## src/rtl/abs_pkg.sv

```systemverilog
package abs_pkg;
  localparam int LANES  = 4;
  localparam int DATA_W = LANES * 8;
  localparam int AM_W   = 6;

  typedef enum logic [2:0] {
    ST_IDLE,
    ST_SETTLE,
    ST_RDRIVE,
    ST_ACK,
    ST_ERR,
    ST_QUIET
  } xfer_state_t;

  function automatic logic [DATA_W-1:0] lane_mask(input logic [LANES-1:0] lanes);
    logic [DATA_W-1:0] m;
    m = '0;
    for (int k = 0; k < LANES; k++) begin
      m[8*k +: 8] = {8{lanes[k]}};
    end
    return m;
  endfunction
endpackage

```

## src/rtl/abs_sync.sv

```systemverilog
module abs_sync #(
  parameter int              WIDTH   = 1,
  parameter int              STAGES  = 2,
  parameter logic [WIDTH-1:0] RST_VAL = '0
) (
  input  logic             clk,
  input  logic             rst_n,
  input  logic [WIDTH-1:0] d_async,
  output logic [WIDTH-1:0] d_sync
);
  logic [WIDTH-1:0] stage_q [STAGES];

  always_ff @(posedge clk or negedge rst_n) begin
    if (!rst_n) begin
      for (int i = 0; i < STAGES; i++) begin
        stage_q[i] <= RST_VAL;
      end
    end else begin
      stage_q[0] <= d_async;
      for (int i = 1; i < STAGES; i++) begin
        stage_q[i] <= stage_q[i-1];
      end
    end
  end

  assign d_sync = stage_q[STAGES-1];
endmodule

```

## src/rtl/abs_access_decode.sv

```systemverilog
module abs_access_decode #(
  parameter int                     ADDR_W    = 16,
  parameter int                     NUM_REGS  = 4,
  parameter int                     IDX_W     = 2,
  parameter logic [ADDR_W-1:0]      BASE_ADDR = 16'hA5C0,
  parameter logic [abs_pkg::AM_W-1:0] AM_A    = 6'h29,
  parameter logic [abs_pkg::AM_W-1:0] AM_B    = 6'h2D,
  parameter logic [NUM_REGS-1:0]    WORD_ONLY = '0
) (
  input  logic [ADDR_W-1:0]         addr,
  input  logic [abs_pkg::AM_W-1:0]  am,
  input  logic                      ds0_act,
  input  logic                      ds1_act,
  input  logic                      long_act,
  output logic                      hit,
  output logic                      accept,
  output logic [abs_pkg::LANES-1:0] lanes,
  output logic [IDX_W-1:0]          idx
);
  localparam int WIN_LSB = IDX_W + 2;

  logic legal;
  logic am_ok;
  logic word_ok;
  logic a1;

  assign a1  = addr[1];
  assign idx = addr[WIN_LSB-1:2];

  always_comb begin
    hit = (addr[ADDR_W-1:WIN_LSB] == BASE_ADDR[ADDR_W-1:WIN_LSB]) &&
          ({1'b0, idx} < NUM_REGS[IDX_W:0]);
  end

  // width decode: strobes, long-word line and address bit 1
  always_comb begin
    legal = 1'b0;
    lanes = '0;
    unique case ({ds1_act, ds0_act, long_act})
      3'b111: begin
        legal = !a1;
        lanes = a1 ? 4'b0000 : 4'b1111;
      end
      3'b110: begin
        legal = 1'b1;
        lanes = a1 ? 4'b1100 : 4'b0011;
      end
      3'b100: begin
        legal = 1'b1;
        lanes = a1 ? 4'b0100 : 4'b0001;
      end
      3'b010: begin
        legal = 1'b1;
        lanes = a1 ? 4'b1000 : 4'b0010;
      end
      default: begin
        legal = 1'b0;
        lanes = '0;
      end
    endcase
  end

  always_comb begin
    am_ok   = (am == AM_A) || (am == AM_B);
    word_ok = !WORD_ONLY[idx] || (lanes == 4'b1111);
    accept  = am_ok && legal && word_ok;
  end
endmodule

```

## src/rtl/abs_reg_bank.sv

```systemverilog
module abs_reg_bank #(
  parameter int NUM_REGS = 4,
  parameter int IDX_W    = 2
) (
  input  logic                       clk,
  input  logic                       rst_n,
  input  logic                       wr_en,
  input  logic [IDX_W-1:0]           idx,
  input  logic [abs_pkg::LANES-1:0]  lanes,
  input  logic [abs_pkg::DATA_W-1:0] wdata,
  output logic [abs_pkg::DATA_W-1:0] rdata
);
  logic [abs_pkg::DATA_W-1:0] words [NUM_REGS];

  for (genvar r = 0; r < NUM_REGS; r++) begin : g_reg
    for (genvar b = 0; b < abs_pkg::LANES; b++) begin : g_lane
      logic       byte_en;
      logic [7:0] byte_q;

      assign byte_en = wr_en && lanes[b] && (idx == r[IDX_W-1:0]);

      always_ff @(posedge clk or negedge rst_n) begin
        if (!rst_n) begin
          byte_q <= '0;
        end else if (byte_en) begin
          byte_q <= wdata[8*b +: 8];
        end
      end

      assign words[r][8*b +: 8] = byte_q;
    end
  end

  assign rdata = words[idx];
endmodule

```

## src/rtl/async_bus_slave.sv

```systemverilog
module async_bus_slave #(
  parameter int                       ADDR_W      = 16,
  parameter logic [ADDR_W-1:0]        BASE_ADDR   = 16'hA5C0,
  parameter int                       NUM_REGS    = 4,
  parameter logic [abs_pkg::AM_W-1:0] AM_A        = 6'h29,
  parameter logic [abs_pkg::AM_W-1:0] AM_B        = 6'h2D,
  parameter logic [NUM_REGS-1:0]      WORD_ONLY   = 4'b1000,
  parameter int                       SYNC_STAGES = 2
) (
  input  logic                       clk,
  input  logic                       rst_n,
  input  logic [ADDR_W-1:0]          bus_addr,
  input  logic [abs_pkg::AM_W-1:0]   bus_am,
  input  logic                       addr_strb_n,
  input  logic                       dstrb0_n,
  input  logic                       dstrb1_n,
  input  logic                       long_n,
  input  logic                       wr_dir_n,
  input  logic [abs_pkg::DATA_W-1:0] wdata_in,
  output logic [abs_pkg::DATA_W-1:0] rdata_out,
  output logic                       rdata_oe,
  output logic                       xfer_ok_n,
  output logic                       xfer_err_n
);
  import abs_pkg::*;

  localparam int IDX_W = $clog2(NUM_REGS);

  logic             rst_sync_n;
  logic [2:0]       strb_sync;
  logic             as_s;
  logic             ds0_s;
  logic             ds1_s;

  logic             hit;
  logic             accept;
  logic [LANES-1:0] lanes;
  logic [IDX_W-1:0] idx;
  logic [DATA_W-1:0] rd_word;

  xfer_state_t      state_q;
  xfer_state_t      state_nx;
  logic             wr_en;
  logic             load_rd;
  logic             ok_q;
  logic             err_q;
  logic             oe_q;
  logic             oe_nx;
  logic [DATA_W-1:0] rdata_q;

  // reset: asserted at once, released on a clock edge
  abs_sync #(
    .WIDTH  (1),
    .STAGES (2),
    .RST_VAL(1'b0)
  ) u_rst_sync (
    .clk    (clk),
    .rst_n  (rst_n),
    .d_async(1'b1),
    .d_sync (rst_sync_n)
  );

  abs_sync #(
    .WIDTH  (3),
    .STAGES (SYNC_STAGES),
    .RST_VAL(3'b111)
  ) u_strb_sync (
    .clk    (clk),
    .rst_n  (rst_sync_n),
    .d_async({addr_strb_n, dstrb1_n, dstrb0_n}),
    .d_sync (strb_sync)
  );

  assign as_s  = strb_sync[2];
  assign ds1_s = strb_sync[1];
  assign ds0_s = strb_sync[0];

  abs_access_decode #(
    .ADDR_W   (ADDR_W),
    .NUM_REGS (NUM_REGS),
    .IDX_W    (IDX_W),
    .BASE_ADDR(BASE_ADDR),
    .AM_A     (AM_A),
    .AM_B     (AM_B),
    .WORD_ONLY(WORD_ONLY)
  ) u_decode (
    .addr    (bus_addr),
    .am      (bus_am),
    .ds0_act (!ds0_s),
    .ds1_act (!ds1_s),
    .long_act(!long_n),
    .hit     (hit),
    .accept  (accept),
    .lanes   (lanes),
    .idx     (idx)
  );

  abs_reg_bank #(
    .NUM_REGS(NUM_REGS),
    .IDX_W   (IDX_W)
  ) u_regs (
    .clk  (clk),
    .rst_n(rst_sync_n),
    .wr_en(wr_en),
    .idx  (idx),
    .lanes(lanes),
    .wdata(wdata_in),
    .rdata(rd_word)
  );

  // next-state logic
  always_comb begin
    state_nx = state_q;
    wr_en    = 1'b0;
    load_rd  = 1'b0;
    unique case (state_q)
      ST_IDLE: begin
        if (!as_s && (!ds0_s || !ds1_s)) begin
          state_nx = ST_SETTLE;
        end
      end
      ST_SETTLE: begin
        if (as_s || (ds0_s && ds1_s)) begin
          state_nx = ST_IDLE;
        end else if (!hit) begin
          state_nx = ST_QUIET;
        end else if (!accept) begin
          state_nx = ST_ERR;
        end else if (!wr_dir_n) begin
          wr_en    = 1'b1;
          state_nx = ST_ACK;
        end else begin
          load_rd  = 1'b1;
          state_nx = ST_RDRIVE;
        end
      end
      ST_RDRIVE: begin
        state_nx = ST_ACK;
      end
      ST_ACK, ST_ERR, ST_QUIET: begin
        if (ds0_s && ds1_s) begin
          state_nx = ST_IDLE;
        end
      end
      default: begin
        state_nx = ST_IDLE;
      end
    endcase
  end

  always_comb begin
    oe_nx = (state_nx == ST_RDRIVE) || ((state_nx == ST_ACK) && oe_q);
  end

  // state and output registers
  always_ff @(posedge clk or negedge rst_sync_n) begin
    if (!rst_sync_n) begin
      state_q <= ST_IDLE;
      ok_q    <= 1'b0;
      err_q   <= 1'b0;
      oe_q    <= 1'b0;
    end else begin
      state_q <= state_nx;
      ok_q    <= (state_nx == ST_ACK);
      err_q   <= (state_nx == ST_ERR);
      oe_q    <= oe_nx;
    end
  end

  always_ff @(posedge clk or negedge rst_sync_n) begin
    if (!rst_sync_n) begin
      rdata_q <= '0;
    end else if (load_rd) begin
      rdata_q <= rd_word & lane_mask(lanes);
    end
  end

  assign xfer_ok_n  = !ok_q;
  assign xfer_err_n = !err_q;
  assign rdata_oe   = oe_q;
  assign rdata_out  = oe_q ? rdata_q : '0;
endmodule

```

## config.mk

```make
export PLATFORM = sky130hd
export DESIGN_NAME = async_bus_slave
export DESIGN_NICKNAME = d
export VERILOG_FILES = /design/src/rtl/abs_pkg.sv /design/src/rtl/abs_sync.sv /design/src/rtl/abs_access_decode.sv /design/src/rtl/abs_reg_bank.sv /design/src/rtl/async_bus_slave.sv
export SDC_FILE = /design/constraint.sdc
export NUM_CORES = 1
export LEC_CHECK = 0
export ABC_AREA = 1
export BUFFER_PORTS_ARGS = -buffer_cell sky130_fd_sc_hd__buf_4
export CAP_MARGIN = 20
export CORE_MARGIN = 2
export CORE_UTILIZATION = 59
export CTS_CLUSTER_DIAMETER = 100
export CTS_CLUSTER_SIZE = 25
export DETAILED_ROUTE_END_ITERATION = 10
export HOLD_SLACK_MARGIN = 0.12
export PLACE_DENSITY = 0.76
export SYNTH_ARGS = -nofsm -noshare
export SYNTH_HDL_FRONTEND = slang
export SYNTH_HIERARCHICAL = 1
export SYNTH_SLANG_ARGS = --single-unit
```

## constraint.sdc

```tcl
create_clock -name clk -period 6.6 [get_ports clk]
set_input_delay 1.32 -clock clk [delete_from_list [all_inputs] [get_ports clk]]
set_output_delay 1.32 -clock clk [all_outputs]
set_load 0.02 [all_outputs]
```

After elaboration in Yosys (flattened, before gate mapping)
Cells that the tools add are included.
{"block": "totals", "regBits": 174, "in_bits": 61, "out_inout_bits": 35}
{"block": "classes", "order_cmp": 2, "eq_ne": 19, "muxes": 29, "bitwise_logic": 2, "n_reduce_logical": 42}
{"cell": "2-to-1 mux 32 bit", "n": 3}
{"cell": "binary-select mux 32 bit (select 2 bit)", "n": 1}
{"cell": "bitwise AND 32 bit", "n": 1}
{"cell": "logical AND 1 bit", "n": 25}
{"cell": "== test 3 bit, second input constant", "n": 6}
{"cell": "2-to-1 mux 3 bit", "n": 6}
{"cell": "one-hot mux 4 bit (4 select lines)", "n": 1}
{"cell": "== test 3 x 2 -> 1 bit, second input constant", "n": 5}
{"cell": "== test 12 bit, second input constant", "n": 1}
{"cell": "== test 6 bit, second input constant", "n": 2}
{"cell": "2-to-1 mux 1 bit", "n": 12}
{"cell": "2-to-1 mux 4 bit", "n": 3}
{"cell": "one-hot mux 3 bit (4 select lines)", "n": 1}
{"cell": "zero test 1 bit", "n": 8}
{"cell": "OR reduction 3 bit", "n": 2}
{"cell": "logical OR 1 bit", "n": 5}
{"cell": "== test 2 bit, second input constant", "n": 2}
{"cell": "== test 4 bit, second input constant", "n": 1}
{"cell": "== test 3 x 1 -> 1 bit, second input constant", "n": 1}
{"cell": "greater-or-equal comparator 3 bit, second input constant", "n": 1}
{"cell": "zero test 3 bit", "n": 1}
{"cell": "< comparator 2 x 3 -> 1 bit, second input constant", "n": 1}
{"cell": "NOT 2 -> 3 bit", "n": 1}
{"cell": "binary-select mux 1 bit (select 2 bit)", "n": 1}
{"cell": "other kinds (3)", "n": 3}

Logic depth before layout (Yosys ltp)
{"block": "logic_depth", "depth_word": 13, "depth_mapped": 15, "ltp_nobuf": 15}

Cells and area by module
Netlist, hierarchy kept.
{"mod": "abs_reg_bank", "instances": 1, "cells_per_inst": 873, "area_per_inst_um2": 6155.9}
{"mod": "async_bus_slave", "instances": 1, "cells_per_inst": 260, "area_per_inst_um2": 2047.0}
{"mod": "abs_sync (u_strb_sync)", "instances": 1, "cells_per_inst": 9, "area_per_inst_um2": 180.2}
{"mod": "abs_access_decode", "instances": 1, "cells_per_inst": 31, "area_per_inst_um2": 140.1}
{"mod": "abs_sync (u_rst_sync)", "instances": 1, "cells_per_inst": 2, "area_per_inst_um2": 50.0}

Worst setup path before layout
OpenSTA, ideal clock, no wires.
{"block": "synth_timing", "kind": "input to register", "startpoint": "input port long_n", "endpoint": "register u_regs.g_reg[1].g_lane[3].byte_q[2]", "setup_ns": 0.066, "arrival_ns": 2.822, "required_ns": 6.534, "slack_ns": 3.712, "stages": 15, "path_buffers": 1, "cell_sequence": "inv_1 inv_1 nand2_1 nand2_1 nand2_1 a21oi_2 nand2_1 nor2_1 nand2_1 nor2_1 nand2_1 inv_2 buf_1 nand3_1 nand2_1"}
{"block": "synth_between", "elab_chain_cells": 12, "word_cells_on_any_way": 18, "classes_between": "5 x eq/ne; 6 x mux; 7 x reduce/logical"}
{"item": "start: declaration", "line_no": "async_bus_slave.sv:17", "source": "input logic long_n,"}
{"item": "zero test 1 bit *", "line_no": "async_bus_slave.sv:91", "source": ".long_act(!long_n),"}
{"item": "== test 3 x 2 -> 1 bit / == test 3 bit (equally long branches)", "line_no": "abs_access_decode.sv:39", "source": "unique case ({ds1_act, ds0_act, long_act})"}
{"item": "one-hot mux 4 bit (4 select lines) / OR reduction 3 bit (equally long branches)"}
{"item": "== test 4 bit / one-hot mux 1 bit (2 select lines) (equally long branches)", "line_no": "abs_access_decode.sv:65, abs_access_decode.sv:39"}
{"item": "logical OR 1 bit / logical AND 1 bit (equally long branches)", "line_no": "abs_access_decode.sv:65, abs_access_decode.sv:66"}
{"item": "logical AND 1 bit *", "line_no": "abs_access_decode.sv:66", "source": "accept = am_ok && legal && word_ok;"}
{"item": "via accept", "line_no": "async_bus_slave.sv:36", "source": "logic accept;"}
{"item": "2-to-1 mux 1 bit *", "line_no": "async_bus_slave.sv:127", "source": "end else if (!accept) begin"}
{"item": "2-to-1 mux 1 bit *", "line_no": "async_bus_slave.sv:125", "source": "end else if (!hit) begin"}
{"item": "2-to-1 mux 1 bit *", "line_no": "async_bus_slave.sv:123", "source": "if (as_s || (ds0_s && ds1_s)) begin"}
{"item": "2-to-1 mux 1 bit *", "line_no": "async_bus_slave.sv:116", "source": "unique case (state_q)"}
{"item": "via wr_en", "line_no": "async_bus_slave.sv:43", "source": "logic wr_en;"}
{"item": "logical AND 1 bit * (2 in series)", "line_no": "abs_reg_bank.sv:20", "source": "assign byte_en = wr_en && lanes[b] && (idx == r[IDX_W-1:0]);"}
{"item": "end signal: assignment", "line_no": "abs_reg_bank.sv:26", "source": "byte_q <= wdata[8*b +: 8];"}
{"item": "end: declaration", "line_no": "abs_reg_bank.sv:18", "source": "logic [7:0] byte_q;"}
The timed path passes the listed nets; every way through them passes the cells marked *.
A chain may end at the register's enable or synchronous reset.

Worst setup path in the final report
{"block": "layout_timing", "startpoint": "input port bus_addr[3]", "endpoint": "register u_regs.g_reg[0].g_lane[1].byte_q[6]"}
{"block": "layout_between", "elab_chain_cells": 11, "word_cells_on_any_way": 12, "classes_between": "6 x mux; 6 x reduce/logical"}
{"item": "start: declaration", "line_no": "async_bus_slave.sv:12", "source": "input logic [ADDR_W-1:0] bus_addr,"}
{"item": "binary-select mux 1 bit (select 2 bit)", "line_no": "abs_access_decode.sv:65", "source": "word_ok = !WORD_ONLY[idx] || (lanes == 4'b1111);"}
{"item": "2-to-1 mux 1 bit (not written as such)", "line_no": "abs_access_decode.sv:65"}
{"item": "zero test 1 bit", "line_no": "abs_access_decode.sv:65"}
{"item": "logical OR 1 bit", "line_no": "abs_access_decode.sv:65"}
{"item": "logical AND 1 bit", "line_no": "abs_access_decode.sv:66"}
{"item": "via accept", "line_no": "async_bus_slave.sv:36"}
{"item": "2-to-1 mux 1 bit", "line_no": "async_bus_slave.sv:127"}
{"item": "2-to-1 mux 1 bit", "line_no": "async_bus_slave.sv:125"}
{"item": "2-to-1 mux 1 bit", "line_no": "async_bus_slave.sv:123"}
{"item": "2-to-1 mux 1 bit", "line_no": "async_bus_slave.sv:116"}
{"item": "via wr_en", "line_no": "async_bus_slave.sv:43"}
{"item": "logical AND 1 bit (2 in series)", "line_no": "abs_reg_bank.sv:20"}
{"item": "end signal: assignment", "line_no": "abs_reg_bank.sv:26"}
{"item": "end: declaration", "line_no": "abs_reg_bank.sv:18"}
The timed path passes the listed nets, and every way through them passes these cells. The select of a mux whose other input is x is not followed.

==> summary.md <==
| Metric | Value |
|---|---|
| Number of global-route vias before repair | `7048` |
| Multiplexer share of the synthesized area | `0` |
| Syn avg cell area | `7.30 sq um` |
| Design area | `0.00992 sq mm` |
| Tcrit/Tclk final | `0.520` |
| Leakage | `5.80 nW` |
| Fin Hold WS | `0.312 ns` |
| DRC Markers | `0` |
| Antenna violations before repair | `0` |
| Post-synthesis sequential area ratio | `0.509` |
| I/O pin count | `96` |
| Pwr dens | `239 mW/mm^2` |
| Slew Viols, Final | `0` |
| FP Rows | `44` |
| GRT Overall Usage | `0.280` |
| Most frequent cells in the layout | `nand2_1, dfrtp_1, nand3_1` |
| # port buffers | `93` |
| Area of the multi-input gates | `0.00369 sq mm` |
| Yosys reg bits | `174` |
| Total gr overflow | `0` |
| Setup violation total in the final timing report | `0` |
| Post-CTS Hold Buffers | `0` |
| Clk sinks | `174` |
| Worst clock skew | `0.00812 ns` |
| Met1 Usage GRT | `0.390` |
| Post-CTS setup buffers | `0` |
| Sw Share | `0.228` |
| Drt wl/cell | `14.5 microns` |
| Vias per cell | `5.23` |
| Crit path launch type | `primary input` |
| Sequential fraction of design power | `0.467` |
| XOR/XNOR share of the synthesized area | `0` |
| Final min period | `3.43 ns` |
| Die ar. | `0.0155 sq mm` |
| Post-Place Cell Area | `0.00926 sq mm` |
| Post-CTS Resized | `0` |
| Commonest non-fill, non-tap cell in the layout | `nand2_1` |
| Slew HR | `0.375` |
| # fillers | `1256` |
| Clock insertion delay at the later pin of the skew report | `0.43 ns` |
| Starting density of the core | `0.597` |
| Combinational Power Share | `0.068` |
| P&R area growth vs syn | `15.7%` |
| CORE AREA | `0.0144 sq mm` |
| DR vias | `7501` |
| Synth Area in Compound Gates | `0.0390` |
| Post-Synth Simple-Gate Area | `0.391` |
| Post-Synthesis Net Count | `1236` |
| TritonCTS clock tree | `built` |
| Count of final hold-check violations | `0` |
| Status | `complete, no violations` |
| CTS Buffer Depth | `2` |
| Setup TNS | `0 ns` |
| Post-synthesis adder-cell area fraction | `0` |
| Aggregate routed wire length | `20800 microns` |
| Clock-pin slew on the worst setup and hold paths | `0.06 ns` |
| Largest family of logic cells by synthesized area | `simple AND/OR/NAND/NOR gates` |
| RSZ-0062 raised after global routing | `false` |
| Die W | `125 microns` |
| Clock power share | `0.465` |
| DPL Wire Length | `13000 microns` |
| Switching pwr | `0.540 mW` |
| Worst-Margin Slew | `0.938 ns` |
| Routability cong. | `0.824` |
| Syn Std Cell Area | `0.00857 sq mm` |
| Ys Warns | `6` |
| Worst EP arrival | `3.75 ns` |
| Pint | `1.83 mW` |
| Maxcap violations | `0` |
| Fmax | `0.291 GHz` |
| Min-Delay Path Class | `reg2async` |
| Kind of critical path | `in2reg` |
| CTS H-tree lvls | `4` |
| Routing usage on met2 | `0.437` |
| VDD IR-drop max | `0.154 mV` |
| DR pass1 iterations | `6` |
| Die Y | `125 microns` |
| First-pass GRT wire length | `34600 microns` |
| Nets | `1300` |
| Layout cells sized above 1 | `0.153` |
| GR Util met3 | `0.0636` |
| Antenna-violating nets left | `0` |
| Cells after Synth | `1175` |
| GRT busiest layer | `met2` |
| Worst Path Max Fanout | `37` |
| Largest net degree at the start of global routing | `76` |
| Worst setup EP type | `flop` |
| Iteration-0 DRC Markers | `595` |
| Antenna Cells | `0` |
| CTS buffer count | `17` |
| Reg area | `0.00437 sq mm` |
| Clk root buf | `clkbuf_16` |
| Worst Path Required | `6.92 ns` |
| Unique cell type count in the Yosys netlist | `25` |
[power groups by stage]
stage / clock, mW / combinational (mW) / sequential, mW
global placement: 0 / 0.158 / 1.13
global route: 1.16 / 0.180 / 1.11
detailed placement: 0 / 0.160 / 1.13
finish: 1.10 / 0.161 / 1.11
CTS: 1.11 / 0.161 / 1.11
floorplan: 0 / 0.0935 / 1.13
[per-layer routing]
metal | vias up | part of all wire
met5 | - | 0
met4 | 0 | 0.015
met3 | 31 | 0.083
met2 | 287 | 0.46
met1 | 3457 | 0.44
li1 | 3726 | -
[worst paths after layout]
check | start | to | slack, ns | cells after the start
max | bus_addr[3] | u_regs/g_reg[0].g_lane[1].byte_q[6]$_DFFE_PN0P_ | 3.17 | 13
min | u_rst_sync/d_sync$_DFF_PN0_ | u_regs/g_reg[0].g_lane[0].byte_q[2]$_DFFE_PN0P_ | 0.31 | 0
max reg2reg | u_strb_sync/d_sync[1]$_DFF_PN1_ | u_regs/g_reg[0].g_lane[1].byte_q[6]$_DFFE_PN0P_ | 3.84 | 14
min reg2reg | u_rst_sync/d_sync$_DFF_PN0_ | u_regs/g_reg[0].g_lane[0].byte_q[2]$_DFFE_PN0P_ | 0.31 | 0
max in group asynchronous | u_rst_sync/d_sync$_DFF_PN0_ | rdata_q[21]$_DFFE_PN0P_ | 4.95 | 1
min in group clk | u_rst_sync/stage_q[1]$_DFF_PN0_ | u_rst_sync/d_sync$_DFF_PN0_ | 0.35 | 0
[synthesized netlist by cell type, drive strengths merged]
cell    number  area (sq um)
nand2      718          2710
dfrtp      168          4200
nand3      104           531
inv         58           218
buf         50           279
o21ai       34           290
nor2        18          90.1
a21oi        8          43.8
clkbuf       7          26.3
dfstp        6           158
and2         1          6.26
conb         1          3.75
nand4        1          6.26
nor3         1          5.00
[cell type report]
type	count	area share
Tap cell	184	0.0232
Clock inverter	11	0.0189
Clock buffer	20	0.0470
Inverter	58	0.0219
Sequential cell	174	0.440
Timing Repair Buffer	102	0.0772
Multi-Input combinational cell	886	0.372
[registers in the layout, summed over array words and instances (netlist names)]
signal                  flops
u_regs/g.g_lane.byte_q    128
u_rst_sync/stage_q          1
u_strb_sync/d_sync          3
err_q                       1
state_q                     3
ok_q                        1
u_rst_sync/d_sync           1
rdata_q                    32
rdata_oe                    1
u_strb_sync/stage_q         3
[worst max-delay path, stage by stage]
cell	delay [ns]
buf_4	0.26
nand2_1	0.12
nand2_1	0.07
a21oi_2	0.17
nand2_1	0.10
nor2_1	0.15
nand2_1	0.07
nor2_1	0.31
nand2_1	0.17
inv_2	0.41
nand2_1	0.35
nand2_1	0.16
nand2_1	0.06
[cells by family (layout without fill, tap and decap cells)]
| logic type | count (synthesis) | after routing |
|---|---|---|
| AND/OR/NAND/NOR | 843 | 843 |
| flip-flops | 174 | 174 |
| buffers and inverters | 115 | 191 |
| AO/OA/AOI/OAI | 42 | 42 |
| other | 1 | 1 |
[per-stage QoR]
| step | setup WS [ns] | total power [mW] | utilization | instances |
|---|---|---|---|---|
| 2_1_floorplan | 1.40 | 1.22 | - | 1175 |
| 3_3_place_gp | 2.78 | 1.28 | 0.644 | 1403 |
| 3_5_place_dp | 2.76 | 1.29 | 0.644 | 1403 |
| 4_1_cts | 3.19 | 2.38 | 0.690 | 1434 |
| 5_1_grt | 2.91 | 2.45 | 0.691 | 1435 |
| 6_report | 3.17 | 2.37 | 0.691 | 1435 |
Power figures use the tool's default switching activity.
